`config.mk`:
```
export PLATFORM = sky130hd
export DESIGN_NAME = serial_led_shifter
export DESIGN_NICKNAME = d
export VERILOG_FILES = /design/src/rtl/serial_led_shifter.sv
export SDC_FILE = /design/constraint.sdc
export NUM_CORES = 1
export LEC_CHECK = 0
export BUFFER_PORTS_ARGS = -buffer_cell sky130_fd_sc_hd__buf_2
export CORE_ASPECT_RATIO = 0.6
export CORE_MARGIN = 4
export CORE_UTILIZATION = 45
export CTS_CLUSTER_DIAMETER = 200
export DETAILED_ROUTE_END_ITERATION = 6
export GPL_TIMING_DRIVEN = 1
export MAX_ROUTING_LAYER = met4
export SLEW_MARGIN = 20
export SYNTH_ARGS = -nofsm -noshare
export SYNTH_HDL_FRONTEND = slang
export SYNTH_SLANG_ARGS = --single-unit
```
`constraint.sdc`:
```
create_clock -name clk -period 3.3 [get_ports clk]
set_input_delay 0.495 -clock clk [delete_from_list [all_inputs] [get_ports clk]]
set_output_delay 0.495 -clock clk [all_outputs]
set_load 0.05 [all_outputs]
```
`src/rtl/serial_led_shifter.sv`:
```
module serial_led_shifter #(
  parameter int DIV0 = 4000,
  parameter int DIV1 = 2000,
  parameter int DIV2 = 1000,
  parameter int DIV3 = 800,
  parameter int DIV_W = 16,
  parameter int HALF_MIN = 4
) (
  input  logic        clk,
  input  logic        rst_n,
  input  logic        bus_wr,
  input  logic [2:0]  bus_addr,
  input  logic [31:0] bus_wdata,
  output logic [31:0] bus_rdata,
  input  logic        ext_tick,
  input  logic [31:0] hw_val,
  output logic        ser_data,
  output logic        ser_clk,
  output logic        ser_store
);
  localparam int HW = 8;

  typedef enum logic [1:0] {S_IDLE, S_SHIFT, S_STORE} st_t;

  st_t st;
  logic [31:0] ctrl0, ctrl1, dout, blink, hwsel, shadow;
  logic pend, phase, hclk;
  logic [1:0] grp;
  logic [2:0] bitn;
  logic [3:0] gq;
  logic [HW-1:0] hcnt, half_q;
  logic [DIV_W-1:0] divcnt, div_lim;
  logic shifting, edge_sel;

  function automatic logic [2:0] below(input logic [3:0] m, input int from);
    logic [2:0] r;
    r = '0;
    for (int i = 0; i < 4; i++)
      if (i < from && m[i]) r = {1'b1, 2'(i)};
    return r;
  endfunction

  always_comb
    case (ctrl1[24:23])
      2'd0: div_lim = DIV_W'(DIV0 - 1);
      2'd1: div_lim = DIV_W'(DIV1 - 1);
      2'd2: div_lim = DIV_W'(DIV2 - 1);
      default: div_lim = DIV_W'(DIV3 - 1);
    endcase

  wire [1:0]  src     = ctrl1[31:30];
  wire        auto_en = ctrl0[30];
  wire        int_run = auto_en && src == 2'd2;
  wire        div_tick = int_run && divcnt == div_lim;
  wire        tick    = auto_en && ((src == 2'd1 && ext_tick) || div_tick);
  wire        idle    = st == S_IDLE;
  wire        go      = idle && (pend || tick);
  wire        sw_req  = bus_wr && bus_addr == 3'd0 && bus_wdata[31] && src == 2'd0;
  wire [31:0] pin_val = (hwsel & hw_val) | (~hwsel & (dout ^ (blink & {32{phase}})));
  wire [2:0]  top     = below(ctrl1[3:0], 4);
  wire [2:0]  nxt     = below(gq, int'(grp));
  wire        half_end = hcnt == half_q - HW'(1);

  assign shifting  = st == S_SHIFT;
  assign edge_sel  = ctrl0[26];
  assign ser_data  = shifting && shadow[{grp, bitn}];
  assign ser_clk   = hclk ^ edge_sel;
  assign ser_store = st == S_STORE;

  always_comb
    case (bus_addr)
      3'd0: bus_rdata = ctrl0;
      3'd1: bus_rdata = ctrl1;
      3'd2: bus_rdata = dout;
      3'd3: bus_rdata = blink;
      3'd4: bus_rdata = hwsel;
      default: bus_rdata = '0;
    endcase

  always_ff @(posedge clk or negedge rst_n) begin
    if (!rst_n) begin
      st <= S_IDLE;
      ctrl0 <= '0; ctrl1 <= '0; dout <= '0; blink <= '0; hwsel <= '0;
      shadow <= '0; pend <= 1'b0; phase <= 1'b0; hclk <= 1'b0;
      grp <= '0; bitn <= '0; gq <= '0; hcnt <= '0; half_q <= '0;
      divcnt <= '0;
    end else begin
      if (bus_wr)
        case (bus_addr)
          3'd0: ctrl0 <= {1'b0, bus_wdata[30:0]};
          3'd1: ctrl1 <= bus_wdata;
          3'd2: dout  <= bus_wdata;
          3'd3: blink <= bus_wdata;
          3'd4: hwsel <= bus_wdata;
          default: ;
        endcase
      if (sw_req) pend <= 1'b1;
      else if (idle) pend <= 1'b0;
      if (tick) phase <= ~phase;
      if (!int_run || div_tick) divcnt <= '0;
      else divcnt <= divcnt + DIV_W'(1);
      case (st)
        S_IDLE:
          if (go && top[2]) begin
            st <= S_SHIFT;
            shadow <= pin_val;
            gq <= ctrl1[3:0];
            grp <= top[1:0];
            bitn <= 3'd7;
            hcnt <= '0;
            hclk <= 1'b0;
            half_q <= HW'(HALF_MIN) << ctrl1[21:20];
          end
        S_SHIFT:
          if (half_end) begin
            hcnt <= '0;
            hclk <= ~hclk;
            if (hclk) begin
              if (bitn != 3'd0) bitn <= bitn - 3'd1;
              else if (nxt[2]) begin
                grp <= nxt[1:0];
                bitn <= 3'd7;
              end else st <= S_STORE;
            end
          end else hcnt <= hcnt + HW'(1);
        default: st <= S_IDLE;
      endcase
    end
  end
endmodule


```
==> impl_metrics.ini <==
[setup_path]
max_stage_delay_ns = 0.56
crit_path_end_kind = output port
start_kind = register
critPathSlowestCell = dfrtp_2
cpMostUsedCell = mux4_2
r2r_start = ctrl1[23]
r2r_slack_ns = 0.66
crit_chain = mux4_2 -> mux4_2 -> mux2i_1 -> nor2_1 -> buf_2
required_ns = 2.80
worst-path-max-fanout = 11
crit_type = register to output port
reg2reg_depth = 8
worstPathArrival_ns = 2.62
rr_endpoint = grp[0]

[min_path]
hold_end = dout[6]
hold_path_depth = 2
hp-class = input pin to register
hp-start = bus_wdata[6]

[pwr]
p_sw_share_pct = 31.2
pwr-share-comb_pct = 21.7
leakage_nw = 5.78
power.internal_mw = 5.48
power_frac_seq_pct = 46.0
p_switching_mw = 2.48
power_density_nw_per_um2 = 607
ir_drop_v = 0.000354
power.share.clock_pct = 32.3

[drt]
first_pass_iters = 5
ant_nets = 0
wire_per_inst_um = 20.4
via_per_inst = 5.48
routed_wl_um = 29400
first_iter_violations = 482
vias = 7914
drcViolationCount = 0

[clock_network]
postCtsSetupBuffers = 0
path_clk_slew_ns = 0.06
cts_max_path_buffers = 3
cts_root_buffer = clkbuf_16
worstSkewPairLatency_ns = 0.52
cts.sinks = 232
cts_buffers = 23
cts_max_level = 1
cts_tree = built

[sta]
hold_ws_ns = 0.244
setup_viol = 0
finalCriticalPeriod_ns = 3.12
fin_worst_skew_ns = 0.0124
rsz0062_at_grt = no
fin_tns_setup_ns = 0
final_max_slew_viol_count = 0
max-slew-margin-rel_pct = 52.5
finalCritPeriodShare_pct = 94.5
hold_violations = 0
worst_pin_slew_ns = 0.713
max_freq_ghz = 0.321

[synthesis]
synthCells = 997
seq_area_frac_synth_pct = 51.4
synth_enable_flop_cells = 0
netlist_area_um2 = 11300
synth_area_leader_cell = dfrtp_1
synth_nets = 1076
ys.flop_type = dfrtp_1
synth-warning-count = 0
ys_ff_latch = 232
synth_cell_types = 54
syn_area_per_cell_um2 = 11.3
synthTopCellsByArea = dfrtp_1 (51%), mux2_2 (15%), nand2_1 (3.9%), o21ai_0 (3.7%), xor2_1 (3.6%)
ys_async_sr_fraction_pct = 100
synth.top_cell.area_share_pct = 51.4

[global_route]
grt_pass1_vias = 7750
grt_max_degree = 88
antenna_found_initial = 5
grt_util_all_layers_pct = 22.2
grt_overflow = 0
grt_first_pass_wirelength_um = 46300

[cells_and_area]
nFillCells = 2185
final_cell_count_no_fill = 1444
design_area_um2 = 13100
final_cell_mix = dfrtp_1 (231), mux2_2 (155), nand2_1 (118)
area_delta_synth_final_pct = 16.4
final_common_cell = dfrtp_1
multi_input_area_um2 = 5230
drive_above_1_share_pct = 31.2
seqCellArea_um2 = 5810
num-nets-final = 1181

[die]
die_area_um2 = 27800
io_pins = 106
die_y_um = 131
coreArea_um2 = 24400
start_util_pct = 46.2
fp-row-count = 44
fp.dieW_um = 212

[outcome]
status = finished clean

[placed_design]
post-dp-hpwl_um = 19500
place_area_um2 = 12400
dp_cells = 1397
numPortBuffers = 105
globalplace.congestion = 0.825

[flow_run]
drv_cap = 0
routing by layer:
| metal | vias up | share of wire (%) | global-route usage [%] |
|---|---|---|---|
| met4 | 0 | 1.4 | 3.37 |
| met1 | 3950 | 52 | 34.2 |
| met2 | 167 | 42 | 31.0 |
| met5 | - | 0 | - |
| met3 | 31 | 5.2 | 4.32 |
| li1 | 3766 | - | - |
cells in the mapped netlist, types with 7 or more instances:
cell type  instances
a21oi_1           43
a221o_1           30
buf_1              8
buf_2              7
clkbuf_1          36
dfrtp_1          232
ha_1               8
inv_1             18
mux2_2           155
mux2i_1           31
mux4_2            11
nand2_1          118
nand2b_1           7
nand3_1           12
nor2_1            62
nor3_1             9
nor3b_1            7
o21ai_0           83
xnor2_1           11
xor2_1            46
worst max-delay path, delay by kind of cell, from the launching register on:
| family | cells | cell delay, ns |
|---|---|---|
| mux | 3 | 1.18 |
| flops | 1 | 0.56 |
| buf+inv | 1 | 0.26 |
| simple gates | 1 | 0.11 |
cell families after synthesis:
| kind of cell | share of synthesized area [%] |
|---|---|
| xor gates and xnor gates | 4.42 |
| and+or+nand+nor | 9.99 |
| buffers and inverters | 2.47 |
| DFF | 51.4 |
| adders and majority gates | 0.887 |
| AOI/OAI and AO/OA | 9.80 |
| muxes | 21.0 |
worst max-delay path by stage:
stage	startpoint	endpoint	slack, ns	cells after the start
final	bitn[0]	ser_data	0.18	5
after global routing	bitn[0]	ser_data	0.04	5
after CTS	bitn[0]	ser_data	0.15	5
after detailed placement	ctrl1[24]	shadow[3]	0.37	8
after global placement	ctrl1[24]	shadow[2]	0.45	8
after floorplan	bus_addr[1]	bus_rdata[31]	0.36	4
registers in the layout, indices dropped and copies added (netlist names), 3 cells and up:
signal  flops
bitn        3
blink      32
ctrl0      31
ctrl1      32
divcnt     16
dout       32
gq          3
half_q      4
hcnt        8
hwsel      32
shadow     32
stage by stage:
step	setup slack, ns	power [mW]	util [%]
final	0.182	7.97	53.7
after global routing	0.0448	8.39	53.7
after CTS	0.151	8.05	53.6
after detailed placement	0.369	5.45	50.5
after global placement	0.450	5.42	50.5
after floorplan	0.355	4.85	-
area by class of cell:
type / instances / share of cell area [%]
sequential: 232 / 44.2
multi-input combinational: 695 / 39.8
timing repair buffer: 132 / 6.75
clock buffer: 32 / 4.95
tap: 322 / 3.07
clock inverter: 8 / 0.562
inverter: 18 / 0.515
antenna: 5 / 0.0953
repair_timing:
item,4_1_cts,5_1_grt
resized for setup,1,0
hold buffers,1,0
endpoints found under the hold margin,4,0
endpoints found under the setup margin,1,0
power groups by stage:
stage / Sequential, mW / Clock (mW) / Combinational (mW)
5_1_grt: 3.73 / 2.76 / 1.90
3_3_place_gp: 3.70 / 0 / 1.72
4_1_cts: 3.67 / 2.64 / 1.75
3_5_place_dp: 3.71 / 0 / 1.74
6_report: 3.66 / 2.57 / 1.73
2_1_floorplan: 3.58 / 0 / 1.27
(Power assumes the default switching activity.)
